$ cat config.mk
export PLATFORM = sky130hd
export DESIGN_NAME = sticky_lock_bank
export DESIGN_NICKNAME = d
export VERILOG_FILES = /design/src/rtl/sticky_lock_pkg.sv /design/src/rtl/sticky_lock_ctrl.sv /design/src/rtl/sticky_lock_dp.sv /design/src/rtl/sticky_lock_bank.sv
export SDC_FILE = /design/constraint.sdc
export NUM_CORES = 1
export LEC_CHECK = 0
export ABC_CLOCK_PERIOD_IN_PS = 5930
export BUFFER_PORTS_ARGS = -buffer_cell sky130_fd_sc_hd__buf_2
export CAP_MARGIN = 10
export CORE_UTILIZATION = 35
export CTS_BUF_LIST = sky130_fd_sc_hd__clkbuf_8
export DETAILED_ROUTE_END_ITERATION = 10
export PLACE_DENSITY = 0.6
export SYNTH_ARGS = -nofsm -noshare
export SYNTH_HDL_FRONTEND = slang
export SYNTH_SLANG_ARGS = --single-unit
$ cat constraint.sdc
create_clock -name clk -period 5.93 [get_ports clk]
set_clock_uncertainty 0.2 [all_clocks]
set_input_delay 1.186 -clock clk [delete_from_list [all_inputs] [get_ports clk]]
set_output_delay 1.186 -clock clk [all_outputs]
set_load 0.01 [all_outputs]
$ cat src/rtl/sticky_lock_pkg.sv
package sticky_lock_pkg;
  // Layout of one lock entry; the control and the datapath both decode it.
  localparam int LOCK_W    = 2;
  localparam int WLOCK_BIT = 0;
  localparam int RLOCK_BIT = 1;
  // Width of the register index that is carried in the strobe struct.
  localparam int IDX_W     = 8;

  typedef struct packed {
    logic             dataWr;  // store write data into data register idx
    logic             lockWr;  // OR write data into lock entry idx
    logic             dataRd;  // load data register idx into read data
    logic             lockRd;  // load lock entry idx into read data
    logic             zeroRd;  // load zero into read data
    logic             flag;    // raise the violation pulse
    logic [IDX_W-1:0] idx;     // register / entry index
  } strobe_t;
endpackage

$ cat src/rtl/sticky_lock_ctrl.sv
module sticky_lock_ctrl
  import sticky_lock_pkg::*;
#(
  parameter int NUM_REGS = 6,
  parameter int ADDR_W   = 4
) (
  input  logic [ADDR_W-1:0]   busAddr,
  input  logic                busWe,
  input  logic                busRe,
  input  logic [NUM_REGS-1:0] wLockVec,
  input  logic [NUM_REGS-1:0] rLockVec,
  output strobe_t             strobes
);
  localparam int          LOCK_BASE = NUM_REGS;
  localparam int          BANK_END  = 2 * NUM_REGS;
  localparam logic [ADDR_W:0]   LOCK_BASE_X = (ADDR_W+1)'(LOCK_BASE);
  localparam logic [ADDR_W:0]   BANK_END_X  = (ADDR_W+1)'(BANK_END);
  localparam logic [ADDR_W-1:0] LOCK_BASE_A = ADDR_W'(LOCK_BASE);

  logic [ADDR_W:0]  addrExt;
  logic             inData;
  logic             inLock;
  logic [IDX_W-1:0] idx;
  logic             curWl;
  logic             curRl;

  always_comb begin
    addrExt = {1'b0, busAddr};
    inData  = addrExt < LOCK_BASE_X;
    inLock  = !inData && (addrExt < BANK_END_X);
    idx     = inData ? IDX_W'(busAddr) : IDX_W'(busAddr - LOCK_BASE_A);
  end

  // Lock bits of the addressed index; both the data register and its
  // lock entry are governed by the same entry.
  always_comb begin
    curWl = 1'b0;
    curRl = 1'b0;
    for (int i = 0; i < NUM_REGS; i++) begin
      if ((inData || inLock) && idx == IDX_W'(i)) begin
        curWl = wLockVec[i];
        curRl = rLockVec[i];
      end
    end
  end

  always_comb begin
    strobes     = '0;
    strobes.idx = idx;
    if (busWe) begin
      if (inData) begin
        strobes.dataWr = !curWl;
        strobes.flag   = curWl;
      end else if (inLock) begin
        strobes.lockWr = !curWl;
        strobes.flag   = curWl;
      end else begin
        strobes.flag   = 1'b1;
      end
    end else if (busRe) begin
      if (inData) begin
        strobes.dataRd = !curRl;
        strobes.zeroRd = curRl;
        strobes.flag   = curRl;
      end else if (inLock) begin
        strobes.lockRd = 1'b1;
      end else begin
        strobes.zeroRd = 1'b1;
        strobes.flag   = 1'b1;
      end
    end
  end
endmodule

$ cat src/rtl/sticky_lock_dp.sv
module sticky_lock_dp
  import sticky_lock_pkg::*;
#(
  parameter int NUM_REGS = 6,
  parameter int DATA_W   = 16
) (
  input  logic                clk,
  input  logic                rstN,
  input  strobe_t             strobes,
  input  logic [DATA_W-1:0]   busWdata,
  output logic [DATA_W-1:0]   busRdata,
  output logic                violation,
  output logic [NUM_REGS-1:0] wLockVec,
  output logic [NUM_REGS-1:0] rLockVec
);
  logic [DATA_W-1:0] dataArr [NUM_REGS];
  logic [LOCK_W-1:0] lockArr [NUM_REGS];

  for (genvar g = 0; g < NUM_REGS; g++) begin : gSlot
    logic              hit;
    logic [DATA_W-1:0] dataQ;
    logic [LOCK_W-1:0] lockQ;

    assign hit = strobes.idx == IDX_W'(g);

    always_ff @(posedge clk or negedge rstN) begin
      if (!rstN)                       dataQ <= '0;
      else if (strobes.dataWr && hit)  dataQ <= busWdata;
    end

    // Lock entry: power-on reset is its only clear; writes can only add bits.
    always_ff @(posedge clk or negedge rstN) begin
      if (!rstN)                       lockQ <= '0;
      else if (strobes.lockWr && hit)  lockQ <= lockQ | busWdata[LOCK_W-1:0];
    end

    assign dataArr[g]  = dataQ;
    assign lockArr[g]  = lockQ;
    assign wLockVec[g] = lockQ[WLOCK_BIT];
    assign rLockVec[g] = lockQ[RLOCK_BIT];
  end

  logic [DATA_W-1:0] dSel;
  logic [LOCK_W-1:0] lSel;
  logic [DATA_W-1:0] rdNext;

  always_comb begin
    dSel = '0;
    lSel = '0;
    for (int i = 0; i < NUM_REGS; i++) begin
      if (strobes.idx == IDX_W'(i)) begin
        dSel = dataArr[i];
        lSel = lockArr[i];
      end
    end
    rdNext = busRdata;
    if (strobes.dataRd)      rdNext = dSel;
    else if (strobes.lockRd) rdNext = DATA_W'(lSel);
    else if (strobes.zeroRd) rdNext = '0;
  end

  always_ff @(posedge clk or negedge rstN) begin
    if (!rstN) begin
      busRdata  <= '0;
      violation <= 1'b0;
    end else begin
      busRdata  <= rdNext;
      violation <= strobes.flag;
    end
  end
endmodule

$ cat src/rtl/sticky_lock_bank.sv
module sticky_lock_bank
  import sticky_lock_pkg::*;
#(
  parameter int NUM_REGS = 6,
  parameter int DATA_W   = 16,
  parameter int ADDR_W   = 4
) (
  input  logic              clk,
  input  logic              rstN,
  input  logic [ADDR_W-1:0] busAddr,
  input  logic              busWe,
  input  logic              busRe,
  input  logic [DATA_W-1:0] busWdata,
  output logic [DATA_W-1:0] busRdata,
  output logic              violation,
  input  logic              scanMode,
  input  logic              debugUnlock,
  input  logic              jtagUnlock
);
  strobe_t             strobes;
  logic [NUM_REGS-1:0] wLockVec;
  logic [NUM_REGS-1:0] rLockVec;

  // The test and debug indications are deliberately given no path into the
  // lock decision or into any reset; they end here.
  logic unusedModes;
  assign unusedModes = scanMode | debugUnlock | jtagUnlock;

  sticky_lock_ctrl #(
    .NUM_REGS(NUM_REGS),
    .ADDR_W  (ADDR_W)
  ) uCtrl (
    .busAddr (busAddr),
    .busWe   (busWe),
    .busRe   (busRe),
    .wLockVec(wLockVec),
    .rLockVec(rLockVec),
    .strobes (strobes)
  );

  sticky_lock_dp #(
    .NUM_REGS(NUM_REGS),
    .DATA_W  (DATA_W)
  ) uDp (
    .clk      (clk),
    .rstN     (rstN),
    .strobes  (strobes),
    .busWdata (busWdata),
    .busRdata (busRdata),
    .violation(violation),
    .wLockVec (wLockVec),
    .rLockVec (rLockVec)
  );
endmodule

==> out/results.tsv <==
stage	metric	value	unit
synth	post-synthesis register bit count	125	
critical_path	R2R cell count	6	
worst_hold_path	hold-critical path depth	1	
floorplanning	overall die height	133.7	um
synth	post-synthesis sequential area ratio	0.5151	
synth	post-synthesis async set-or-reset flop share	1.000	
critical_path	CP arrival	4.60	ns
floorplanning	Starting Density	0.3623	
sta	final period utilization	0.7474	
synth	Post-synth top cells	dfrtp_1 (125), mux2_2 (78), nand2_1 (45)	
detailed_routing	drt pass-1 iters	5	
synth	mux cell area share after synthesis	0.2246	
cts	post-CTS setup buffer count	0	
pwr	Final Total Pwr	0.002372	W
flow_run	Max-Cap Viols	0	
cts	cts repair resizes	0	
floorplanning	die area	17880	um^2
synth	adder-cell area share of the yosys netlist	0.002061	
status	status	finished, final reports clean	
sta	endpoints failing setup	0	
layout	area delta synth->final	11.64	%
cts	Post-CTS Hold Buffers	0	
detailed_routing	Initial DRC Count	297	
sta	Tightest Pin Transition	1.019	ns
detailed_routing	vias	4030	
critical_path	Critical R2R Capture	uDp.gSlot[1].dataQ[6]$_DFFE_PN0P_	
synth	synth top area cells	dfrtp_1 (52%), mux2_2 (14%), mux2_4 (5.7%)	
critical_path	Crit. End Element	register	
synth	Syn Inst Count	472	
pwr	Worst VDD drop	0.0001686	V
sta	max_slew headroom	0.3210	
placed_design	PortBufs	40	
sta	Period minus WS final	4.432	ns
worst_hold_path	Min-Delay Endpoint	uDp.gSlot[2].lockQ[0]$_DFFE_PN0P_	
floorplanning	Die X	133.7	um
sta	Final Max Slew Viols	0	
grt	first-pass GRT wire length	22.73	mm
detailed_routing	drt drc	0	
grt	GRT overflow	0	
sta	setup TNS	0	ns
synth	ys flop type	dfrtp_1	
detailed_routing	Post-Route WL	13.98	mm
placed_design	post-DP HPWL	8.526	mm
synth	count leader, synth	dfrtp_1	
synth	Mapped Area	6072	um^2
synth	post-synthesis cell type count	50	
cts	Clock Sinks	125	
cts	clk root buf	clkbuf_8	
worst_hold_path	hold crit path type	register to register	
sta	Setup WS post-layout	1.498	ns
cts	Worst-Skew Late Latency	0.44	ns
critical_path	reg2reg start	uDp.gSlot[4].lockQ[0]$_DFFE_PN0P_	
layout	diode count	0	
cts	H-Tree Depth	4	
synth	largest family of logic cells by synthesized area	multiplexers	
synth	YS warnings	0	
layout	nets	532	
critical_path	Worst R2R Setup Slack	3.27	ns
critical_path	Critical Path RT	6.10	ns
cts	Max clock buf depth	2	
synth	Compound-Gate Fraction of Synth Area	0.1364	
floorplanning	I/O pins	44	
synth	leading area contributor after synthesis	dfrtp_1	
detailed_routing	via/cell ratio	5.476	
detailed_routing	antenna-violating nets left	0	
pwr	pwr/cell area	349.9	nW/um^2
synth	Post-synth EDFFs	0	
grt	Tot GR Track Use	0.1688	
critical_path	Crit Path Class	input port to register	
sta	RSZ-0062 raised after global routing	false	
grt	vias in the first global route	4077	
synth	post-synth top area share	0.5151	
grt	initial antenna violation count	0	
layout	layout cells sized above 1	0.3953	
synth	Synth Area in Simple Gates	0.07459	
sta	fmax	0.2256	GHz
detailed_routing	routed len/inst	18.99	um
synth	syn nets	500	
cts	CTS tree	yes	
cts	clock slew seen by the registers of the worst setup and hold paths	0.07	ns
floorplanning	core area	16760	um^2
layout	Final Util	0.4045	
critical_path	maximum fanout along the worst path	32	
sta	Final Hold Viols	0	
floorplanning	row cnt	47	
synth	Avg Inst Size Synth	12.86	um^2
pwr	Pleak	3.092	nW
cts	TritonCTS Buffers	17	
placed_design	Routability Congestion	0.7877	
placed_design	dpl ws	1.097	ns
synth	post-synthesis xor/xnor area fraction	0	
grt	largest net degree at the start of global routing	72	
critical_path	Worst Setup Start Kind	input port	
worst_hold_path	hold_sp	uDp.gSlot[2].lockQ[0]$_DFFE_PN0P_	
[sequential cells by signal, summed over array words and instances (netlist names)]
name / cells
uDp.violation: 1
uDp.busRdata: 16
uDp.gSlot.dataQ: 96
uDp.gSlot.lockQ: 12
[final cells by class]
type / count / area (um^2)
Clock buffer: 23 / 316.6
Inverter: 3 / 11.26
Clock inverter: 8 / 112.6
Sequential cell: 125 / 3128
Timing Repair Buffer: 50 / 277.8
Multi-Input combinational cell: 307 / 2658
Tap cell: 220 / 275.3
Fill cell: 1595 / 9981
[cell families after synthesis]
logic type,after synthesis
simple gates,82
flops,125
buf+inv,40
fa+ha+maj,1
compound gates,109
mux,115
[worst max-delay path, cell delays in order]
cell     delay [ns]
buf_2          0.30
ha_1           0.51
and4b_2        0.31
a211o_2        0.61
nand2_1        0.16
a31oi_1        0.23
nor4_4         0.73
buf_4          0.34
a32o_1         0.19
[worst max path at each step]
stage,startpoint,end,slack (ns),cells past startpoint
2_1_floorplan,busAddr[1],uDp.gSlot[1].dataQ[0]$_DFFE_PN0P_,2.39,9
3_3_place_gp,busAddr[1],uDp.busRdata[13]$_DFFE_PN0P_,1.15,9
3_5_place_dp,busAddr[1],uDp.busRdata[13]$_DFFE_PN0P_,1.10,9
4_1_cts,busAddr[1],uDp.busRdata[13]$_DFFE_PN0P_,1.58,9
5_1_grt,busAddr[1],uDp.busRdata[11]$_DFFE_PN0P_,1.43,9
6_report,busAddr[1],uDp.busRdata[13]$_DFFE_PN0P_,1.50,9
[power by group]
group	switching (W)	internal [W]	leakage, nW
Combinational	0.000182	0.000243	1.27
Clock	0.000318	0.000476	0.230
Sequential	0.000106	0.00105	1.60
[metrics by stage]
step / area (um^2) / cells / hold slack [ns]
after floorplan: 6072 / 472 / 0.2240
after global placement: 6350 / 705 / 0.2380
after detailed placement: 6350 / 705 / 0.2447
after CTS: 6779 / 736 / 0.2615
after global routing: 6779 / 736 / 0.2790
final: 6779 / 736 / 0.2594
[per-layer routing]
layer,wire length (um),vias up,global-route usage
li1,-,1818,-
met1,6389,2081,0.2265
met2,6708,114,0.2602
met3,708,17,0.04985
met4,174,0,0.05492
met5,0,-,0
[cells in the final DEF, fill, tap and decap left out, drive strengths merged, types with 4 or more instances in the layout]
cell / n
o21ai: 12
a21oi: 22
inv: 5
buf: 50
a31oi: 6
nand4: 4
mux2: 101
nor2b: 5
a21o: 7
a22o: 13
dfrtp: 125
a31o: 8
a32o: 14
clkbuf: 23
nand2: 47
nor2: 6
mux2i: 14
or2: 4
o211ai: 13
Power figures use the tool's default switching activity.
